--- src/rtl/wprot_pkg.sv ---
package wprot_pkg;
  typedef enum logic [1:0] {
    GS_IDLE  = 2'd0,
    GS_ARMED = 2'd1,
    GS_OPEN  = 2'd2
  } gate_state_e;
endpackage

--- src/rtl/wprot_rst_sync.sv ---
module wprot_rst_sync #(
  parameter int STAGES = 2
) (
  input  logic clk,
  input  logic rst_n,
  output logic rst_n_sync
);
  logic [STAGES-1:0] chain_q;

  always_ff @(posedge clk or negedge rst_n) begin
    if (!rst_n) chain_q <= '0;
    else        chain_q <= {chain_q[STAGES-2:0], 1'b1};
  end

  assign rst_n_sync = chain_q[STAGES-1];
endmodule

--- src/rtl/wprot_key_match.sv ---
module wprot_key_match #(
  parameter int          KEY_W      = 8,
  parameter logic [7:0]  KEY_FIRST  = 8'hCA,
  parameter logic [7:0]  KEY_SECOND = 8'h53
) (
  input  logic             key_wr,
  input  logic [KEY_W-1:0] key_byte,
  output logic             hit_first,
  output logic             hit_second
);
  localparam logic [KEY_W-1:0] K1 = KEY_W'(KEY_FIRST);
  localparam logic [KEY_W-1:0] K2 = KEY_W'(KEY_SECOND);

  always_comb begin
    hit_first  = key_wr && (key_byte == K1);
    hit_second = key_wr && (key_byte == K2);
  end
endmodule

--- src/rtl/wprot_fsm.sv ---
module wprot_fsm
  import wprot_pkg::*;
(
  input  logic clk,
  input  logic rst_n,
  input  logic key_wr,
  input  logic hit_first,
  input  logic hit_second,
  output logic open_q
);
  gate_state_e state_q, state_d;
  logic        state_en;
  logic        open_d;

  always_comb begin
    state_d  = state_q;
    state_en = key_wr;
    unique case (state_q)
      GS_IDLE:  state_d = hit_first  ? GS_ARMED : GS_IDLE;
      GS_ARMED: state_d = hit_second ? GS_OPEN  : GS_IDLE;
      GS_OPEN:  state_d = hit_first  ? GS_ARMED : GS_IDLE;
      default:  state_d = GS_IDLE;
    endcase
    open_d = (state_d == GS_OPEN);
  end

  always_ff @(posedge clk or negedge rst_n) begin
    if (!rst_n) begin
      state_q <= GS_IDLE;
      open_q  <= 1'b0;
    end else if (state_en) begin
      state_q <= state_d;
      open_q  <= open_d;
    end
  end
endmodule

--- src/rtl/wprot_qual.sv ---
module wprot_qual #(
  parameter int N_TGT = 5
) (
  input  logic             open_q,
  input  logic [N_TGT-1:0] tgt_req,
  output logic [N_TGT-1:0] tgt_we
);
  for (genvar i = 0; i < N_TGT; i++) begin : g_tgt
    assign tgt_we[i] = tgt_req[i] & open_q;
  end
endmodule

--- src/rtl/wprot_gate.sv ---
module wprot_gate #(
  parameter int         KEY_W      = 8,
  parameter logic [7:0] KEY_FIRST  = 8'hCA,
  parameter logic [7:0] KEY_SECOND = 8'h53,
  parameter int         N_TGT      = 5
) (
  input  logic             clk,
  input  logic             rst_n,
  input  logic             key_wr,
  input  logic [KEY_W-1:0] key_byte,
  input  logic [N_TGT-1:0] tgt_req,
  output logic [N_TGT-1:0] tgt_we,
  output logic             unlocked
);
  logic rst_n_s;
  logic hit_first, hit_second;
  logic open_q;

  wprot_rst_sync #(.STAGES(2)) u_rst (
    .clk        (clk),
    .rst_n      (rst_n),
    .rst_n_sync (rst_n_s)
  );

  wprot_key_match #(
    .KEY_W      (KEY_W),
    .KEY_FIRST  (KEY_FIRST),
    .KEY_SECOND (KEY_SECOND)
  ) u_match (
    .key_wr     (key_wr),
    .key_byte   (key_byte),
    .hit_first  (hit_first),
    .hit_second (hit_second)
  );

  wprot_fsm u_fsm (
    .clk        (clk),
    .rst_n      (rst_n_s),
    .key_wr     (key_wr),
    .hit_first  (hit_first),
    .hit_second (hit_second),
    .open_q     (open_q)
  );

  wprot_qual #(.N_TGT(N_TGT)) u_qual (
    .open_q  (open_q),
    .tgt_req (tgt_req),
    .tgt_we  (tgt_we)
  );

  assign unlocked = open_q;
endmodule

--- config.mk ---
export PLATFORM = sky130hd
export DESIGN_NAME = wprot_gate
export DESIGN_NICKNAME = d
export VERILOG_FILES = /design/src/rtl/wprot_pkg.sv /design/src/rtl/wprot_rst_sync.sv /design/src/rtl/wprot_key_match.sv /design/src/rtl/wprot_fsm.sv /design/src/rtl/wprot_qual.sv /design/src/rtl/wprot_gate.sv
export SDC_FILE = /design/constraint.sdc
export NUM_CORES = 1
export LEC_CHECK = 0
export ABC_CLOCK_PERIOD_IN_PS = 1200
export BUFFER_PORTS_ARGS = -buffer_cell sky130_fd_sc_hd__clkbuf_2
export CORE_AREA = 5 5 42 44
export DETAILED_ROUTE_END_ITERATION = 12
export DIE_AREA = 0 0 47 49
export GPL_ROUTABILITY_DRIVEN = 1
export PLACE_DENSITY = 0.42
export SYNTH_ARGS = -nofsm -noshare
export SYNTH_HDL_FRONTEND = slang
export SYNTH_SLANG_ARGS = --single-unit
--- constraint.sdc ---
create_clock -name clk -period 1.2 [get_ports clk]
set_input_delay 0.12 -clock clk [delete_from_list [all_inputs] [get_ports clk]]
set_output_delay 0.12 -clock clk [all_outputs]
set_load 0.1 [all_outputs]
==> flow_summary.ini <==
[status]
status = finished, final reports clean

[placement]
post-place-ws_ps = 261
dpl_cell_area_um2 = 474
io_buffer_count = 21
gp_congestion = 0.690
hpwl_um = 575

[clocking]
cts_max_level = 1
insertion_delay_ps = 230
cts_root_buffer = clkbuf_4
clk_pin_slew_ps = 40
cts_tree = built
cts_buffers = 3
clockBufferDepth = 2
post_cts_resized = 0
cts_sinks = 5

[worst_setup_path]
path_delay_family = flip-flops
r2r_slack_ps = 270
critical_path.cell_chain = and2_4 > buf_12
regToRegStartpoint = u_fsm.state_q[1]
arrival_ps = 1060
crit_type = register to primary output
slowest_delay_ps = 510
worstPathMaxFanout = 7
startpoint_type = register
crit_buf_inv = 1
crit_start = u_fsm.open_q
cp.required_ps = 1080
end_kind = primary output
critPathSlowestCell = dfrtp_4

[yosys]
yosys_register_bits = 5
synth.distinct_cells = 11
syn-mean-instance-area_um2 = 11.0
synth_cells = 22
ys_warn_count = 0
synth_area_um2 = 243
seq_area_frac_synth_pct = 51.5
syn-num-nets = 38

[grt]
track_usage_pct = 5.94
grt_pass1_wl_um = 1010
grt_overflow = 0
grt_max_degree = 8
first_global_vias = 257
antenna_found_initial = 0

[final_layout]
areaGrowthSynthToFinish_pct = 110
nets = 65
layout-drive-gt1-share_pct = 64.6
fillers = 146
multi_input_area_um2 = 123
design_area_um2 = 510
seq_area_um2 = 129
diodes = 0

[sta]
fin_ws_ps = 17.6
finalHoldViolations = 0
rsz0062_at_grt = yes
timing.hold.ws_ps = 39.3
setup_viol = 0
fin_crit_sh_pct = 98.5
finalSetupTns_ps = 0
fmax_mhz = 846
drv_slew = 0
skew_ps = 0.928
fin_crit_ps = 1180

[flow_run]
maxCapViolCount = 0

[floorplan]
die_width_um = 47
rows = 14
initial_core_util_pct = 17.3
die_area_um2 = 2300
ioPinCount = 22
die_h_um = 49
core_area_um2 = 1400

[power_and_ir_drop]
ir_worst_vdd_uv = 692
p_leak_uw = 0.000245
powerDensity_nw_per_um2 = 777
power_uw = 397

[routing]
remaining_drc_errors = 0
firstDrtPassIters = 4
vias = 253
vias_per_cell = 3.95
drt-wirelength-per-cell_um = 9.88
drtIter0Drc = 1
wl_um = 632
ant_nets = 0

[min_path]
hold_path.class = register to async pin
## logic make-up (layout without fill, tap and decap cells)
group / after synthesis / count (layout) / share of synthesized area, %
other: 1 / 1 / 1.54
DFF: 5 / 5 / 51.5
AOI/OAI and AO/OA: 2 / 2 / 4.12
muxes: 1 / 1 / 4.12
and+or+nand+nor: 11 / 11 / 35.6
buffers and inverters: 2 / 28 / 3.09
## sequential cells by signal (all words and copies together), names as in the netlist
name and cells:
u_fsm.state_q 2, u_rst.chain_q 2, u_fsm.open_q 1
## cells in the mapped netlist
cell type / instances / area [um2]
and4bb_1: 2 / 25.0
mux2i_1: 1 / 10.0
nor2b_1: 1 / 6.26
and2_1: 5 / 31.3
nand4_1: 1 / 6.26
o21ai_0: 2 / 10.0
conb_1: 1 / 3.75
dfrtp_1: 5 / 125
nand3_1: 1 / 5.00
inv_1: 2 / 7.51
and4bb_2: 1 / 12.5
## layer usage
| metal | up-vias | routed length, um | track usage (%) | part of all wire, % |
|---|---|---|---|---|
| li1 | 126 | - | - | - |
| met1 | 115 | 233 | 6.24 | 37 |
| met2 | 12 | 312 | 9.73 | 49 |
| met3 | 0 | 85 | 4.80 | 13 |
| met4 | 0 | 0 | 0 | 0 |
| met5 | - | 0 | 0 | 0 |
## final timing paths
path / endpoint / depth (start not counted)
max: tgt_we[1] / 2
min in group clk: u_fsm.state_q[0] / 2
min: u_fsm.state_q[0] / 0
max in group asynchronous: u_rst.chain_q[0] / 2
min reg2reg: u_fsm.state_q[0] / 0
max reg2reg: u_fsm.state_q[1] / 3
## area by class of cell
cell class	instances	area share, %
Timing Repair Buffer	22	40.2
Sequential cell	5	25.2
Multi-Input combinational cell	15	24.0
Clock buffer	4	5.15
Tap cell	16	3.92
Inverter	2	1.47
## power breakdown
group | switching, uW | total (uW) | internal (uW)
clock | 61.6 | 187 | 125
sequential | 2.17 | 175 | 173
combinational | 11.6 | 34.9 | 23.3
## layout by cell type, fill, tap and decap left out
cell / n
dlygate4sd3_1: 1
clkbuf_4: 3
inv_1: 2
clkbuf_1: 1
and4bb_2: 1
o21ai_0: 2
conb_1: 1
nand3_1: 1
mux2i_1: 1
dfrtp_1: 4
clkbuf_2: 15
and4bb_1: 2
nand4_1: 1
buf_12: 6
dfrtp_4: 1
nor2b_1: 1
and2_4: 5
## what timing repair did
action | CTS | global route
setup endpoints to repair | 0 | 5
hold buffers | 1 | 0
setup buffers | 0 | 0
endpoints found under the hold margin | 2 | 0
## metrics by stage
stage	utilization [%]	std cells
after detailed placement	33.8	59
after CTS	36.4	64
after global placement	33.8	59
final	36.4	64
after global routing	36.4	64
after floorplan	-	22
No activity file was read; power rests on OpenSTA's default activity.
